<file path="config.mk">
export PLATFORM = sky130hd
export DESIGN_NAME = addsub_cla_top
export DESIGN_NICKNAME = d
export VERILOG_FILES = /design/src/rtl/addsub_cla_pkg.sv /design/src/rtl/addsub_cla_ctrl.sv /design/src/rtl/addsub_cla_lookahead.sv /design/src/rtl/addsub_cla_datapath.sv /design/src/rtl/addsub_cla_top.sv
export SDC_FILE = /design/constraint.sdc
export NUM_CORES = 1
export LEC_CHECK = 0
export BUFFER_PORTS_ARGS = -buffer_cell sky130_fd_sc_hd__buf_2
export CAP_MARGIN = 30
export CORE_MARGIN = 5
export CORE_UTILIZATION = 56
export DETAILED_ROUTE_END_ITERATION = 7
export PLACE_DENSITY = 0.86
export SLEW_MARGIN = 20
export SYNTH_ARGS = -nofsm -noshare
export SYNTH_HDL_FRONTEND = slang
export SYNTH_HIERARCHICAL = 1
export SYNTH_SLANG_ARGS = --single-unit
</file>
<file path="constraint.sdc">
create_clock -name vclk -period 6.99
set_input_delay 0.699 -clock vclk [all_inputs]
set_output_delay 0.699 -clock vclk [all_outputs]
set_load 0.005 [all_outputs]
</file>
<file path="src/rtl/addsub_cla_pkg.sv">
package addsub_cla_pkg;

  // Strobes sent from the mode decoder to the arithmetic datapath
  typedef struct packed {
    logic invertB;   // complement the second operand
    logic carryIn;   // initial carry into bit 0
  } ctrlStrobes_t;

endpackage

</file>
<file path="src/rtl/addsub_cla_ctrl.sv">
module addsub_cla_ctrl
  import addsub_cla_pkg::*;
(
  input  logic         subMode,
  output ctrlStrobes_t strobes
);

  // Subtraction = add inverted operand plus one, both from the same select
  always_comb begin
    strobes.invertB = subMode;
    strobes.carryIn = subMode;
  end

endmodule

</file>
<file path="src/rtl/addsub_cla_lookahead.sv">
module addsub_cla_lookahead #(
  parameter int WIDTH = 32
) (
  input  logic [WIDTH-1:0] genBits,
  input  logic [WIDTH-1:0] propBits,
  input  logic             carryZero,
  output logic [WIDTH:0]   carries
);

  assign carries[0] = carryZero;

  // Each carry is an independent sum of products over lower terms:
  // c[i] = g[i-1] | p[i-1]g[i-2] | ... | p[i-1]..p[1]g[0] | p[i-1]..p[0]c0
  for (genvar i = 1; i <= WIDTH; i++) begin : g_carry
    logic termOr;
    logic chainAnd;
    always_comb begin
      termOr   = 1'b0;
      chainAnd = 1'b1;
      for (int j = i - 1; j >= 0; j--) begin
        termOr   = termOr | (chainAnd & genBits[j]);
        chainAnd = chainAnd & propBits[j];
      end
      termOr = termOr | (chainAnd & carryZero);
    end
    assign carries[i] = termOr;
  end

endmodule

</file>
<file path="src/rtl/addsub_cla_datapath.sv">
module addsub_cla_datapath
  import addsub_cla_pkg::*;
#(
  parameter int WIDTH = 32
) (
  input  logic [WIDTH-1:0] opA,
  input  logic [WIDTH-1:0] opB,
  input  ctrlStrobes_t     strobes,
  output logic [WIDTH-1:0] sumOut,
  output logic             flagN,
  output logic             flagZ,
  output logic             flagC,
  output logic             flagV
);

  localparam int MSB = WIDTH - 1;

  logic [WIDTH-1:0] condB;
  logic [WIDTH-1:0] genBits;
  logic [WIDTH-1:0] propBits;
  logic [WIDTH:0]   carries;

  // Operand conditioning: one XOR per bit against the invert strobe
  for (genvar k = 0; k < WIDTH; k++) begin : g_bit
    assign condB[k]    = opB[k] ^ strobes.invertB;
    assign genBits[k]  = opA[k] & condB[k];
    assign propBits[k] = opA[k] | condB[k];
    assign sumOut[k]   = opA[k] ^ condB[k] ^ carries[k];
  end

  addsub_cla_lookahead #(.WIDTH(WIDTH)) lookahead_i (
    .genBits  (genBits),
    .propBits (propBits),
    .carryZero(strobes.carryIn),
    .carries  (carries)
  );

  assign flagC = carries[WIDTH];
  assign flagV = carries[WIDTH] ^ carries[MSB];
  assign flagN = sumOut[MSB];
  assign flagZ = ~|sumOut;

endmodule

</file>
<file path="src/rtl/addsub_cla_top.sv">
module addsub_cla_top
  import addsub_cla_pkg::*;
#(
  parameter int WIDTH = 32
) (
  input  logic [WIDTH-1:0] opA,
  input  logic [WIDTH-1:0] opB,
  input  logic             subMode,
  output logic [WIDTH-1:0] sumOut,
  output logic             flagN,
  output logic             flagZ,
  output logic             flagC,
  output logic             flagV
);

  ctrlStrobes_t strobes;

  addsub_cla_ctrl ctrl_i (
    .subMode(subMode),
    .strobes(strobes)
  );

  addsub_cla_datapath #(.WIDTH(WIDTH)) datapath_i (
    .opA    (opA),
    .opB    (opB),
    .strobes(strobes),
    .sumOut (sumOut),
    .flagN  (flagN),
    .flagZ  (flagZ),
    .flagC  (flagC),
    .flagV  (flagV)
  );

endmodule

</file>
==> metrics.csv <==
metric;value;unit
status;completed;
crit_arrival;4400;ps
leakagePower;2.006;nW
track_usage;0.1900;
ios;101;
synth_xor_area_frac;0.1965;
design.seq.count;0;
critPathKind;in2out;
drt-initial-drc-count;143;
holdPathEnd;sumOut[28];
cts_resized;0;
ant_nets;0;
synth_compound_area_frac;0.1762;
hold_viol_final;0;
vias_per_cell;5.114;
ctsHoldBuffers;0;
grt_pass1_vias;2636;
hp-start;opA[28];
design_area;3181;um2
multi_input_area;2208;um2
nets;597;
synth_top_family_by_area;adder cells;
instances_no_fill;536;
seq_area;0;um2
setup-tns-final;0;ps
synthAdderAreaFrac;0.2765;
drv_cap;0;
grt.overflow.total;0;
synthToLayoutAreaGrowth;9.806;%
synth_top_area_share;0.2765;
period_minus_slack;5098;ps
rows;26;
dieArea;6711;um2
min_path_cells;5;
cts_setup_buffers;0;
cp-startpoint;subMode;
ys_warn_count;6;
hold_class;in2out;
slew_headroom;0.3765;
vias;2741;
die_y;81.92;um
grt_max_degree;35;
ir_drop;0.00006022;V
worst_pin_slew;935.2;ps
postSynthAreaPerCell;7.152;um2
clkbuf_count;0;
drc;0;
fin_crit_sh;0.7293;
fmax;0.1962;GHz
yosysSeqAreaShare;0;
worstPathRequired;6290;ps
ys_types;42;
synth-simple-area-share;0.1132;
muxShareOfSynthArea;0;
synth.top_cells.by_area;ha_1, xor2_1, inv_1;
synthesis.area;2897;um2
finalSetupViolCount;0;
rsz0062_at_grt;false;
synth_area_leader_cell;ha_1;
dp_hpwl;6043;um
synthCells;405;
grt_pass1_wl;10660;um
antenna_found_initial;0;
worstSetupStartpointType;input pin;
netlist_top_cells_count;inv_1, xor2_1, ha_1;
fillerInstances;481;
syn-num-nets;534;
critical_path.max_fanout;34;
fp.dieW;81.92;um
synth.most_common_cell;inv_1;
worstSetupEndpointType;output port;
core;5075;um2
io_buffer_count;101;
num_antenna_cells;0;
power_density;118.7;nW/um2
placed_area;3181;um2
gp_congestion;0.8908;
slew_viol_final;0;
drive_above_1_share;0.2361;
initial_core_util;0.5708;
numPlacedInstances;536;
wire_per_inst;12.48;um
totalWireLength;6689;um
first_pass_iters;4;
[kinds of logic (layout without fill, tap and decap cells)]
| logic type | Yosys count | after routing |
|---|---|---|
| buffers and inverters | 141 | 202 |
| XOR/XNOR | 65 | 65 |
| AO/OA/AOI/OAI | 76 | 76 |
| adder cells (fa/ha/maj) | 64 | 64 |
| AND/OR/NAND/NOR | 59 | 59 |
[through the flow]
stage | utilization | setup slack, ps | hold WS [ps] | power (mW)
2_1_floorplan | - | 2779 | 1644 | 0.2900
6_report | 0.6267 | 1892 | 1881 | 0.3775
5_1_grt | 0.6267 | 1615 | 1919 | 0.4199
4_1_cts | 0.6267 | 1890 | 1887 | 0.3791
3_3_place_gp | 0.6267 | 1985 | 1881 | 0.3643
3_5_place_dp | 0.6267 | 1897 | 1886 | 0.3768
[cell usage in the layout, fill, tap and decap left out, types with 2 or more instances in the layout]
master / instances
a211o_1: 3
a21o_1: 21
a21oi_1: 21
a31oi_1: 5
buf_2: 101
ha_1: 64
inv_1: 101
nand2_1: 13
nand2b_1: 2
nand3_1: 3
nand4_1: 4
nor2_1: 14
nor3_1: 3
nor4_1: 5
nor4_2: 4
o211ai_1: 3
o21a_1: 3
o21ai_0: 6
o21ai_1: 4
or2_2: 2
xor2_1: 65
[worst max-delay path, stage by stage]
cell     delay, ps
buf_2          700
xor2_1         200
inv_1          100
ha_1           140
inv_1           40
a21o_1         170
and4_1         240
o21a_1         240
o311a_1        340
o21ai_1        270
a21oi_1        170
xor2_1         200
nor4_1         410
nand4_1        190
nor2_1         140
buf_2          130
[layout make-up]
type,instances,share of cell area
Tap cell,70,0.02754
Timing Repair Buffer,101,0.1589
Inverter,101,0.1192
Multi-Input combinational cell,264,0.6943
[routing by layer]
layer,vias up,global-route usage,part of all wire
li1,1386,-,-
met1,1230,0.2084,0.39
met2,111,0.3885,0.51
met3,14,0.01645,0.077
met4,0,0.03488,0.019
met5,-,0,0
[where the power goes]
part / switching (mW) / total [mW] / leakage, nW / internal, mW
clock: 0 / 0 / 0 / 0
combinational: 0.214 / 0.378 / 2.01 / 0.164
sequential: 0 / 0 / 0 / 0
total: 0.214 / 0.378 / 2.01 / 0.164
[how the worst max path moves through the flow]
| stage | cells after the start | to |
|---|---|---|
| 2_1_floorplan | 16 | flagZ |
| 3_3_place_gp | 14 | flagZ |
| 3_5_place_dp | 16 | flagZ |
| 4_1_cts | 16 | flagZ |
| 5_1_grt | 16 | flagZ |
| 6_report | 16 | flagZ |
(Power assumes the default switching activity.)
